$ cat src/rtl/spi_crc_pkg.sv
// Package: shared width decode for the transmit CRC accumulator.
// Assumes frame length is presented as length minus one on four bits.
package spi_crc_pkg;
    typedef enum logic [1:0] {
        WID_NONE = 2'd0,
        WID_8    = 2'd1,
        WID_16   = 2'd2
    } crc_wid_e;

    // Map a frame length (minus one) to the CRC width it selects.
    function automatic crc_wid_e decode_wid(input logic [3:0] len_m1);
        case (len_m1)
            4'd7:    return WID_8;
            4'd15:   return WID_16;
            default: return WID_NONE;
        endcase
    endfunction
endpackage

$ cat src/rtl/spi_crc_bitsel.sv
// Bit picker: tracks the position inside the frame and selects the bit
// that is on the wire, honouring the first-bit order.
// Assumes adv is only raised for a supported width.
module spi_crc_bitsel
    import spi_crc_pkg::*;
#(
    parameter int MAXF = 16,
    localparam int PW  = $clog2(MAXF)
) (
    input  logic            clk,
    input  logic            rst_n,
    input  logic            clr,
    input  logic            adv,
    input  crc_wid_e        wid,
    input  logic            lsb_first,
    input  logic [MAXF-1:0] frm_word,
    output logic            wire_bit
);
    logic [PW-1:0] pos;
    logic [PW-1:0] last;
    logic [PW-1:0] idx;

    // Last bit index of the current frame size.
    always_comb begin
        last = (wid == WID_16) ? PW'(MAXF - 1) : PW'(MAXF / 2 - 1);
        idx  = lsb_first ? pos : PW'(last - pos);
        wire_bit = frm_word[idx];
    end

    // Position counter: advances per bit, wraps at frame end.
    always_ff @(posedge clk) begin
        if (!rst_n || clr)
            pos <= '0;
        else if (adv)
            pos <= (pos == last) ? '0 : PW'(pos + 1'b1);
    end

    // after the last bit of a frame the next bit is the first one.
    assert_pos_wrap_R6: assert property (@(posedge clk) disable iff (!rst_n)
        (adv && !clr && pos == last) |=> (pos == '0));
endmodule

$ cat src/rtl/spi_crc_core.sv
// Serial CRC core: folds one bit per accepted strobe into the state,
// with the active width chosen per step (half or full).
// Assumes clr has priority over adv.
module spi_crc_core
    import spi_crc_pkg::*;
#(
    parameter int W  = 16,
    localparam int HW = W / 2
) (
    input  logic         clk,
    input  logic         rst_n,
    input  logic         clr,
    input  logic         adv,
    input  logic         bit_in,
    input  crc_wid_e     wid,
    input  logic [W-1:0] poly,
    output logic [W-1:0] state
);
    logic [W-1:0] nxt;
    logic         fb;

    // Next-state computation for the selected width.
    always_comb begin
        if (wid == WID_16) begin
            fb  = bit_in ^ state[W-1];
            nxt = {state[W-2:0], 1'b0} ^ (fb ? poly : '0);
        end else begin
            fb  = bit_in ^ state[HW-1];
            nxt = {{HW{1'b0}}, state[HW-2:0], 1'b0}
                ^ (fb ? {{HW{1'b0}}, poly[HW-1:0]} : '0);
        end
    end

    // State register: clear, step or hold.
    always_ff @(posedge clk) begin
        if (!rst_n || clr)
            state <= '0;
        else if (adv)
            state <= nxt;
    end

    // a clear leaves a zero state.
    assert_clear_zero_R7: assert property (@(posedge clk) disable iff (!rst_n)
        clr |=> (state == '0));
    // without an accepted bit the state holds.
    assert_hold_idle_R8: assert property (@(posedge clk) disable iff (!rst_n)
        (!adv && !clr) |=> $stable(state));
    // an 8-bit step keeps the upper half zero.
    assert_narrow_upper_R2: assert property (@(posedge clk) disable iff (!rst_n)
        (adv && !clr && wid == WID_8) |=> (state[W-1:HW] == '0));
endmodule

$ cat src/rtl/spi_tx_crc_acc.sv
// Top: transmit-side serial CRC accumulator with a plain read word.
// Detects the enable rising edge, gates strobes, and joins the bit
// picker to the CRC core. Assumes one bit_vld pulse per wire bit.
module spi_tx_crc_acc
    import spi_crc_pkg::*;
#(
    parameter int CRC_W = 16,
    parameter int RD_W  = 32
) (
    input  logic             clk,
    input  logic             rst_n,
    input  logic             crc_en,
    input  logic             soft_clr,
    input  logic             bit_vld,
    input  logic [CRC_W-1:0] frm_word,
    input  logic [3:0]       frm_len_m1,
    input  logic             lsb_first,
    input  logic [CRC_W-1:0] poly,
    output logic [RD_W-1:0]  rd_data
);
    logic             en_q;
    logic             en_rise;
    logic             clr;
    logic             adv;
    logic             wire_bit;
    crc_wid_e         wid;
    logic [CRC_W-1:0] state;

    // Remember the enable level to spot a 0-to-1 write.
    always_ff @(posedge clk) begin
        if (!rst_n)
            en_q <= 1'b0;
        else
            en_q <= crc_en;
    end

    // Clear, width and acceptance decode.
    always_comb begin
        en_rise = crc_en & ~en_q;
        clr     = en_rise | soft_clr;
        wid     = decode_wid(frm_len_m1);
        adv     = bit_vld & crc_en & (wid != WID_NONE);
        rd_data = {{(RD_W - CRC_W){1'b0}}, state};
    end

    spi_crc_bitsel #(.MAXF(CRC_W)) u_bitsel (
        .clk(clk), .rst_n(rst_n), .clr(clr), .adv(adv), .wid(wid),
        .lsb_first(lsb_first), .frm_word(frm_word), .wire_bit(wire_bit)
    );

    spi_crc_core #(.W(CRC_W)) u_core (
        .clk(clk), .rst_n(rst_n), .clr(clr), .adv(adv), .bit_in(wire_bit),
        .wid(wid), .poly(poly), .state(state)
    );

    // a rising enable leaves a zero result.
    assert_en_rise_clear_R7: assert property (@(posedge clk) disable iff (!rst_n)
        (crc_en && !en_q) |=> (rd_data == '0));
    // strobes are ignored while disabled.
    assert_disabled_hold_R9: assert property (@(posedge clk) disable iff (!rst_n)
        (!crc_en && !soft_clr) |=> $stable(rd_data));
    // unsupported frame sizes freeze the result.
    assert_bad_len_hold_R8: assert property (@(posedge clk) disable iff (!rst_n)
        (frm_len_m1 != 4'd7 && frm_len_m1 != 4'd15 && !clr) |=> $stable(rd_data));
    // the upper half of the read word is zero.
    assert_upper_zero_R4: assert property (@(posedge clk) disable iff (!rst_n)
        $stable(crc_en) |=> (rd_data[RD_W-1:CRC_W] == '0));
endmodule

$ cat config.mk
export PLATFORM = sky130hd
export DESIGN_NAME = spi_tx_crc_acc
export DESIGN_NICKNAME = d
export VERILOG_FILES = /design/src/rtl/spi_crc_pkg.sv /design/src/rtl/spi_crc_bitsel.sv /design/src/rtl/spi_crc_core.sv /design/src/rtl/spi_tx_crc_acc.sv
export SDC_FILE = /design/constraint.sdc
export NUM_CORES = 1
export LEC_CHECK = 0
export BUFFER_PORTS_ARGS = -buffer_cell sky130_fd_sc_hd__buf_2
export CAP_MARGIN = 5
export CORE_UTILIZATION = 25
export CTS_CLUSTER_DIAMETER = 40
export DETAILED_ROUTE_END_ITERATION = 7
export PLACE_DENSITY = 0.56
export SLEW_MARGIN = 30
export SYNTH_ARGS = -nofsm -noshare
export SYNTH_HDL_FRONTEND = slang
export SYNTH_SLANG_ARGS = --single-unit
$ cat constraint.sdc
create_clock -name clk -period 2.9 [get_ports clk]
set_input_delay 0.145 -clock clk [delete_from_list [all_inputs] [get_ports clk]]
set_output_delay 0.145 -clock clk [all_outputs]
set_load 0.02 [all_outputs]
==> reports/results.ini <==
[logic_synthesis]
yosys_warnings = 0
async_flop_share_pct = 0
synth_top_cell_area_share_pct = 22.6
ys_seq_area_share_pct = 22.6
yosysTopAreaCell = dfxtp_1
postSynthCellCount = 221
synth.distinct_cells = 50
synth_edf_count = 0
netlist_area_mm2 = 0.00186
synth.area.top_cells = dfxtp_1 23%, buf_4 7.3%, nand4_1 5.4%, a2111o_1 4.2%, a311oi_1 3.3%
ys_ff_latch = 21
synth.avg_cell_area_um2 = 8.42
synth_flop_cell = dfxtp_1

[worst_setup_path]
timing.rr.start = u_bitsel.pos[2]
slowest_delay_ns = 0.65
rr_worst_depth = 7
path_max_fanout = 15
crit_chain = inv_4, o221ai_1, o21ai_0, mux4_2, o211ai_4, a311oi_1, nor3b_1
cp.required_ns = 3.09
r2r-end = u_core.state[4]
r2r_setup_slack_ns = 0.38
cp_slowest_cell = dfxtp_1
worstSetupPathType = reg -> reg
end_kind = flop
path_buf_inv = 1
crit_family = compound AO/OA/AOI/OAI gates
worst_setup_path_start_kind = flop
worst_ep_arrival_time_ns = 2.71

[finish]
diodes = 0
final_cell_mix = 57 x buf_2, 21 x dfxtp_1, 16 x nand4_1, 16 x conb_1
area_delta_synth_final_pct = 17.5
design_area_mm2 = 0.00219
n_fill_cell = 800
fin_nets = 315
drive_gt1_share_pct = 29.5
final_common_cell = buf_2

[sta]
fin_setup_tns_ns = 0
fmaxAchievable_mhz = 397
setup_viol_count_final = 0
rsz0062_at_grt = false
hold_viol = 0
fin_crit_ns = 2.52
slew_viol_final = 0
finClkSkew_ns = 0.00524
fin_crit_sh_pct = 87.0
max_slew_margin_pct = 61.8
worst_slew_pin_slew_ns = 0.571
fin_ws_ns = 0.378

[min_path]
hold_class = in -> reg
min_to = en_q
min_path_cells = 2
min_from = rst_n

[grt]
grt_pass1_vias = 1575
track_usage_pct = 12.0
grt_max_degree = 20
grt_pass1_wl_um = 7460
overflow = 0
antenna_found_initial = 0

[die]
rows = 31
coreArea_mm2 = 0.00721
fp.dieW_um = 88.3
initial_core_util_pct = 25.8
fp.dieH_um = 88.3
die-area_mm2 = 0.00779
io_pins = 74

[route]
drc = 0
drt-pass1-iter-count = 3
ant_nets = 0
drt_iter0_drc = 46
wire_per_inst_um = 12.8
routed_wl_um = 4720
num_vias = 1779
via_per_inst = 4.81

[clock_network]
clk_latency_ns = 0.26
post_cts.repair.setup_buffers = 0
post_cts_resized = 0
numCtsBuffers = 3
hold_buffers = 0
cts_tree = built
clkTransAtPathRegs_ns = 0.08
cts_sinks = 21
htree_levels = 1
cts-root-buf = clkbuf_8
clock_path_buffers = 2

[placed_design]
dpl_cell_area_mm2 = 0.00214
hpwl_um = 3680
dpl_worst_slack_ns = 0.413
port_buffers = 57
globalplace.congestion = 0.811

[power_and_ir_drop]
p_per_area_mw_per_mm2 = 281
p_leak_nw = 0.874
vdd_ir_drop_max_mv = 0.119

[status]
run_status = finished, final reports clean

[run]
drv_cap = 0

## state kept, by name, summed over array words and instances (netlist names)
name	cells
en_q	1
u_bitsel.pos	4
u_core.state	16
## where the power goes
part | total (mW) | internal, mW | switching (mW)
combinational | 0.126 | 0.0474 | 0.0789
sequential | 0.290 | 0.289 | 0.000989
clock | 0.198 | 0.0958 | 0.102
## cell usage after synthesis (4+ instances only)
cell type,instances
nand2_1,10
inv_1,9
a32oi_1,7
o21a_1,4
buf_6,4
and2_1,8
nand4_1,16
nor3b_1,6
clkbuf_1,5
dfxtp_1,21
nor2_1,9
a21oi_1,4
nand3_1,11
o221ai_1,4
nand2b_1,4
o22ai_1,8
a311oi_1,7
a2111o_1,7
o21ai_0,11
buf_4,18
xnor2_1,4
mux2i_1,4
## worst register-to-register path: cells and delay by family, from the launching register on
kind | cells | cell delay (ns)
AO/OA/AOI/OAI | 4 | 0.95
flip-flops | 1 | 0.65
multiplexers | 1 | 0.55
AND/OR/NAND/NOR | 1 | 0.21
buffers and inverters | 1 | 0.10
## metal layers
metal / GRT usage (%) / part of all wire, %
met1: 16.2 / 48
met2: 19.9 / 47
met3: 1.87 / 3.3
met4: 3.52 / 1.7
met5: 0 / 0
## worst max path at each step
stage | from | end | cells after the start | slack [ns]
after floorplan | u_bitsel.pos[1] | u_core.state[6] | 9 | 0.80
after global placement | u_bitsel.pos[2] | u_core.state[7] | 7 | 0.43
after detailed placement | u_bitsel.pos[2] | u_core.state[5] | 7 | 0.41
after CTS | u_bitsel.pos[2] | u_core.state[7] | 7 | 0.38
after global routing | u_bitsel.pos[2] | u_core.state[5] | 7 | 0.14
final | u_bitsel.pos[2] | u_core.state[4] | 7 | 0.38
## layout make-up
class / count / area, um2 / share of cell area, %
Clock inverter: 1 / 5.00 / 0.229
Inverter: 11 / 43.8 / 2.00
Timing Repair Buffer: 61 / 315 / 14.4
Sequential cell: 21 / 420 / 19.2
Multi-Input combinational cell: 174 / 1240 / 56.6
Tap cell: 99 / 124 / 5.67
Clock buffer: 3 / 41.3 / 1.89
## logic make-up (layout without fill, tap and decap cells)
group / count (synthesis) / in the layout / synth area share, %
AND/OR/NAND/NOR: 82 / 82 / 26.7
multiplexers: 7 / 7 / 5.18
other: 1 / 16 / 0.202
adder cells (fa/ha/maj): 1 / 1 / 0.672
buffers and inverters: 41 / 76 / 14.0
flip-flops: 21 / 21 / 22.6
XOR/XNOR: 6 / 6 / 3.83
AO/OA/AOI/OAI: 62 / 62 / 26.8
## stage by stage
step	util [%]	hold WS [ns]	total power, mW	std cells
floorplan	-	0.267	0.392	236
global placement	29.7	0.381	0.422	366
detailed placement	29.7	0.389	0.424	366
CTS	30.3	0.116	0.625	370
global route	30.3	0.136	0.654	370
finish	30.3	0.121	0.614	370
Power figures use the tool's default switching activity.
